==> config.mk <==
export PLATFORM = sky130hd
export DESIGN_NAME = cbuf_agen
export DESIGN_NICKNAME = d
export VERILOG_FILES = /design/src/rtl/cbuf_agen_pkg.sv /design/src/rtl/cbuf_agen_regs.sv /design/src/rtl/cbuf_agen_wrap.sv /design/src/rtl/cbuf_agen_brev.sv /design/src/rtl/cbuf_agen.sv
export SDC_FILE = /design/constraint.sdc
export NUM_CORES = 1
export LEC_CHECK = 0
export BUFFER_PORTS_ARGS = -buffer_cell sky130_fd_sc_hd__buf_2
export CAP_MARGIN = 20
export CORE_AREA = 2 2 195 197
export DETAILED_ROUTE_END_ITERATION = 6
export DIE_AREA = 0 0 197 199
export HOLD_SLACK_MARGIN = 0.03
export PLACE_DENSITY_LB_ADDON = 0.1
export SYNTH_ARGS = -nofsm -noshare
export SYNTH_HDL_FRONTEND = slang
export SYNTH_SLANG_ARGS = --single-unit
==> constraint.sdc <==
create_clock -name clk -period 9.4 [get_ports clk]
set_input_delay 1.88 -clock clk [delete_from_list [all_inputs] [get_ports clk]]
set_output_delay 1.88 -clock clk [all_outputs]
set_load 0.05 [all_outputs]
==> src/rtl/cbuf_agen_pkg.sv <==
package cbuf_agen_pkg;
    typedef enum logic [1:0] {
        RK_INDEX  = 2'd0,
        RK_MODIFY = 2'd1,
        RK_LENGTH = 2'd2,
        RK_BASE   = 2'd3
    } regkind_e;
endpackage

==> src/rtl/cbuf_agen_regs.sv <==
module cbuf_agen_regs
    import cbuf_agen_pkg::*;
#(
    parameter int AW   = 14,
    parameter int NPTR = 4,
    localparam int SW  = $clog2(NPTR)
) (
    input  logic                     clk,
    input  logic                     rst_n,
    input  logic                     wr_en,
    input  regkind_e                 wr_kind,
    input  logic [SW-1:0]            wr_sel,
    input  logic [AW-1:0]            wr_data,
    input  logic                     upd_en,
    input  logic [SW-1:0]            upd_sel,
    input  logic [AW-1:0]            upd_val,
    output logic [NPTR-1:0][AW-1:0]  idx_q,
    output logic [NPTR-1:0][AW-1:0]  mod_q,
    output logic [NPTR-1:0][AW-1:0]  len_q,
    output logic [NPTR-1:0][AW-1:0]  base_q
);
    for (genvar g = 0; g < NPTR; g++) begin : g_slot
        logic hit;
        assign hit = wr_en && (wr_sel == SW'(g));

        always_ff @(posedge clk or negedge rst_n) begin
            if (!rst_n) begin
                idx_q[g] <= '0;
            end else if (hit && wr_kind == RK_INDEX) begin
                idx_q[g] <= wr_data;
            end else if (upd_en && upd_sel == SW'(g)) begin
                idx_q[g] <= upd_val;
            end
        end

        always_ff @(posedge clk or negedge rst_n) begin
            if (!rst_n) begin
                mod_q[g]  <= '0;
                len_q[g]  <= '0;
                base_q[g] <= '0;
            end else if (hit) begin
                unique case (wr_kind)
                    RK_MODIFY: mod_q[g]  <= wr_data;
                    RK_LENGTH: len_q[g]  <= wr_data;
                    RK_BASE:   base_q[g] <= wr_data;
                    default:   ;
                endcase
            end
        end
    end


    write_wins_chk: assert property (@(posedge clk) disable iff (!rst_n)
        (wr_en && wr_kind == RK_INDEX) |=> idx_q[$past(wr_sel)] == $past(wr_data));
endmodule

==> src/rtl/cbuf_agen_wrap.sv <==
module cbuf_agen_wrap #(
    parameter int AW = 14,
    localparam int EW = AW + 2
) (
    input  logic [AW-1:0] cur,
    input  logic [AW-1:0] step,
    input  logic [AW-1:0] len,
    input  logic [AW-1:0] base,
    output logic [AW-1:0] nxt
);
    logic [AW-1:0]        off;
    logic signed [EW-1:0] sum;
    logic signed [EW-1:0] lim;
    logic signed [EW-1:0] fixd;

    always_comb begin
        off  = cur - base;
        sum  = $signed({2'b00, off}) + $signed({{2{step[AW-1]}}, step});
        lim  = $signed({2'b00, len});
        fixd = sum;
        if (sum < 0) begin
            fixd = sum + lim;
        end else if (sum >= lim) begin
            fixd = sum - lim;
        end
        if (len == '0) begin
            nxt = cur + step;
        end else begin
            nxt = base + fixd[AW-1:0];
        end
    end
endmodule

==> src/rtl/cbuf_agen_brev.sv <==
module cbuf_agen_brev #(
    parameter int AW     = 14,
    parameter bit ENABLE = 1'b1
) (
    input  logic          en,
    input  logic [AW-1:0] din,
    output logic [AW-1:0] dout
);
    if (ENABLE) begin : g_rev
        logic [AW-1:0] mirrored;
        for (genvar k = 0; k < AW; k++) begin : g_bit
            assign mirrored[k] = din[AW-1-k];
        end
        assign dout = en ? mirrored : din;
    end else begin : g_pass
        logic unused_en;
        assign unused_en = en;
        assign dout      = din;
    end
endmodule

==> src/rtl/cbuf_agen.sv <==
module cbuf_agen
    import cbuf_agen_pkg::*;
#(
    parameter int AW       = 14,
    parameter int NPTR     = 4,
    parameter bit HAS_BREV = 1'b1,
    localparam int SW      = $clog2(NPTR)
) (
    input  logic          clk,
    input  logic          rst_n,
    input  logic          wr_en,
    input  logic [1:0]    wr_kind,
    input  logic [SW-1:0] wr_sel,
    input  logic [AW-1:0] wr_data,
    input  logic          acc_en,
    input  logic [SW-1:0] acc_ptr,
    input  logic [SW-1:0] acc_mod,
    input  logic          brev_en,
    input  logic [SW-1:0] rd_sel,
    output logic [AW-1:0] rd_index,
    output logic          addr_valid,
    output logic [AW-1:0] addr_out
);
    logic [NPTR-1:0][AW-1:0] idx_q, mod_q, len_q, base_q;
    logic [AW-1:0] cur, nxt, issued;
    regkind_e      kind;

    assign kind = regkind_e'(wr_kind);
    assign cur  = idx_q[acc_ptr];

    cbuf_agen_regs #(.AW(AW), .NPTR(NPTR)) u_regs (
        .clk(clk), .rst_n(rst_n),
        .wr_en(wr_en), .wr_kind(kind), .wr_sel(wr_sel), .wr_data(wr_data),
        .upd_en(acc_en), .upd_sel(acc_ptr), .upd_val(nxt),
        .idx_q(idx_q), .mod_q(mod_q), .len_q(len_q), .base_q(base_q)
    );

    cbuf_agen_wrap #(.AW(AW)) u_wrap (
        .cur(cur), .step(mod_q[acc_mod]), .len(len_q[acc_ptr]),
        .base(base_q[acc_ptr]), .nxt(nxt)
    );

    cbuf_agen_brev #(.AW(AW), .ENABLE(HAS_BREV)) u_brev (
        .en(brev_en), .din(cur), .dout(issued)
    );

    always_ff @(posedge clk or negedge rst_n) begin
        if (!rst_n) begin
            addr_valid <= 1'b0;
            addr_out   <= '0;
        end else begin
            addr_valid <= acc_en;
            if (acc_en) addr_out <= issued;
        end
    end

    assign rd_index = idx_q[rd_sel];


    valid_follows_chk: assert property (@(posedge clk) disable iff (!rst_n)
        acc_en |=> addr_valid);

    valid_idle_chk: assert property (@(posedge clk) disable iff (!rst_n)
        !acc_en |=> !addr_valid);

    in_buffer_chk: assert property (@(posedge clk) disable iff (!rst_n)
        (acc_en && len_q[acc_ptr] != '0 && (cur - base_q[acc_ptr]) < len_q[acc_ptr]
         && !(wr_en && kind == RK_INDEX && wr_sel == acc_ptr)
         && !(wr_en && kind == RK_BASE && wr_sel == acc_ptr)
         && !(wr_en && kind == RK_LENGTH && wr_sel == acc_ptr))
        |=> (idx_q[$past(acc_ptr)] - base_q[$past(acc_ptr)]) < len_q[$past(acc_ptr)]);

    linear_step_chk: assert property (@(posedge clk) disable iff (!rst_n)
        (acc_en && len_q[acc_ptr] == '0 && !(wr_en && kind == RK_INDEX && wr_sel == acc_ptr))
        |=> idx_q[$past(acc_ptr)] == AW'($past(cur) + $past(mod_q[acc_mod])));
endmodule

==> results.toml <==
[placed_design]
dp_hpwl_mm = 35.06
io_buffers = 57
place_congestion = 0.8890
pre_cts_ws_ns = -0.3148

[logic_synthesis]
yosys_warnings = 0
seq_area_frac_synth = 0.3901
synthCells = 1406
yosysUniqueCellTypes = 56
yosysMostFrequentCell = "dfrtp_1"
async_flop_share = 1.000
synthesis.nets = 1522
synth_area_sq_um = 15330
synth_top_area_frac = 0.3901
synthTopCellsByCount = "dfrtp_1, mux2_2, nor2_1, a21oi_1"
synth.area.top_cells = "dfrtp_1, mux2_2, mux4_2"
synthFlopType = "dfrtp_1"
yosysTopAreaCell = "dfrtp_1"
synth-seq-cells = 239
synth-edff-count = 0
syn_avg_cell_area_sq_um = 10.90

[timing]
layout_setup_ws_ns = 0.4414
min_period_over_period = 0.9530
slew_headroom = 0.3311
tightest_slew_ns = 1.003
holdWs_ns = 0.5001
finClkSkew_ns = 0.01041
setup_viol = 0
period_minus_slack_ns = 8.959
fin_setup_tns_ns = 0
max_freq_mhz = 111.6
hold_viol = 0
drv_slew = 0

[die]
core_sq_um = 37130
fp-row-count = 71
die_w_um = 197
start_util = 0.4129
ios = 58
die_area_sq_um = 39200
dieHeight_um = 199

[clock_network]
cts_made_buffers = 28
clock-sinks = 239
clk_pin_slew_ns = 0.06
cts_max_level = 1
cts_tree = "built"
root_buffer = "clkbuf_16"
clockBufferDepth = 3
clk_latency_ns = 0.55

[worst_setup_path]
crit_path_start_kind = "input pin"
critical-path-max-stage-delay_ns = 0.55
critPathKind = "input pin to flip-flop"
endpoint_kind = "flip-flop"
cp_data_arrival_time_ns = 9.39
path_max_fanout = 6
cpMostUsedCell = "a21oi_1"
cp.required_ns = 9.83
critical_path.slowest_cell = "mux4_2"

[global_route]
grt_pass1_vias = 11440
grt_util_met1 = 0.3339
overflow = 0
grt_busiest_layer = "met2"
grt_use_met3 = 0.04747
globalRouteTotalUtil = 0.2409
grtUsageMet2 = 0.3850
grt_pass1_wl_mm = 70.33
grt_max_degree = 98
antenna_found_initial = 1

[routing]
wl_per_cell_um = 22.76
totalWireLength_mm = 46.87
drc_errors = 0
ant_nets = 0
drtIter0Drc = 702
via_count = 11810
viasPerCell = 5.733
dr.pass1.iters = 5

[layout]
drive_above_1_share = 0.3483
n_antenna_cell = 0
fin_nets = 1679
area.growth.synth_to_final_pct = 19.50
finish.utilization = 0.4934

[outcome]
status = "finished, final reports clean"

[hold_path]
hold_path_class = "flip-flop to flip-flop"

[flow_run]
maxCapViolations = 0
[sequential cells by signal, indices dropped and copies added, names as in the netlist]
| name | cells |
|---|---|
| u_regs.base_q | 56 |
| addr_out | 14 |
| u_regs.idx_q | 56 |
| u_regs.len_q | 56 |
| addr_valid | 1 |
| u_regs.mod_q | 56 |
[through the flow]
step | std cells | cell area, sq um
2_1_floorplan | 1406 | 15390
3_3_place_gp | 2001 | 17080
3_5_place_dp | 2001 | 17080
4_1_cts | 2053 | 18090
5_1_grt | 2059 | 18320
6_report | 2059 | 18320
[critical path: cells and delay by family]
family / cells / cell delay, ns
xor+xnor: 4 / 0.63
mux: 1 / 0.55
fa+ha+maj: 5 / 1.60
buf+inv: 4 / 0.47
compound gates: 19 / 3.29
simple gates: 8 / 0.94
[worst paths after layout]
check | slack [ns] | depth (start not counted) | endpoint | startpoint
min | 0.50 | 1 | u_regs.len_q[49] | u_regs.len_q[49]
min in group asynchronous | 1.37 | 1 | u_regs.len_q[15] | rst_n
max | 0.44 | 41 | u_regs.idx_q[27] | acc_ptr[0]
max in group asynchronous | 6.49 | 2 | u_regs.idx_q[31] | rst_n
min reg2reg | 0.50 | 1 | u_regs.len_q[49] | u_regs.len_q[49]
max reg2reg | 1.44 | 40 | u_regs.idx_q[27] | u_regs.idx_q[42]
[area by class of cell]
class | count | area, sq um
clock buffers | 43 | 878.3
clock inverters | 9 | 128.9
fillers | 3463 | 18810
inverters | 58 | 217.7
multi-input cells | 1022 | 9002
flip-flops and latches | 239 | 5981
well taps | 474 | 593.1
repair buffers | 214 | 1520
[layer usage]
metal,up-vias,share of wire,routed length [um]
met5,-,0.00038,18
met4,2,0.026,1236
met3,64,0.064,2986
met2,319,0.46,21520
met1,5914,0.45,21110
li1,5506,-,-
[cells by family after synthesis]
kind of cell | after synthesis | share of synthesized area
buffers and inverters | 145 | 0.03640
and+or+nand+nor | 300 | 0.09042
muxes | 278 | 0.2524
xor gates and xnor gates | 41 | 0.02342
AOI/OAI and AO/OA | 316 | 0.1333
DFF | 239 | 0.3901
adders and majority gates | 87 | 0.07394
[what timing repair did]
action / in CTS / in global routing
hold buffers: 0 / 0
endpoints found under the hold margin: 0 / 0
buffers inserted: 0 / 5
endpoints found under the setup margin: 0 / 44
resized for setup: 0 / 47
[placed cells by master (no fill, tap or decap), drive strengths merged, types with 7 or more instances in the layout]
master  count
nand3      18
mux4       70
o21bai     12
nor3       17
mux2      169
and3        7
xnor2      32
o21a        7
nor2      108
o21ai      69
nor2b      10
nand2b      8
a211oi     21
clkbuf     43
a221o      10
o31ai      13
xor2        9
nand2      81
or2         7
ha         81
a31oi       7
dfrtp     239
or3        17
mux2i      39
a21o       35
inv        57
a21oi      85
o211ai      7
o22ai       9
o221ai      9
buf       214
Power is not shown: default switching activity piles up to over one toggle a cycle in this logic, so the estimate is an artifact.
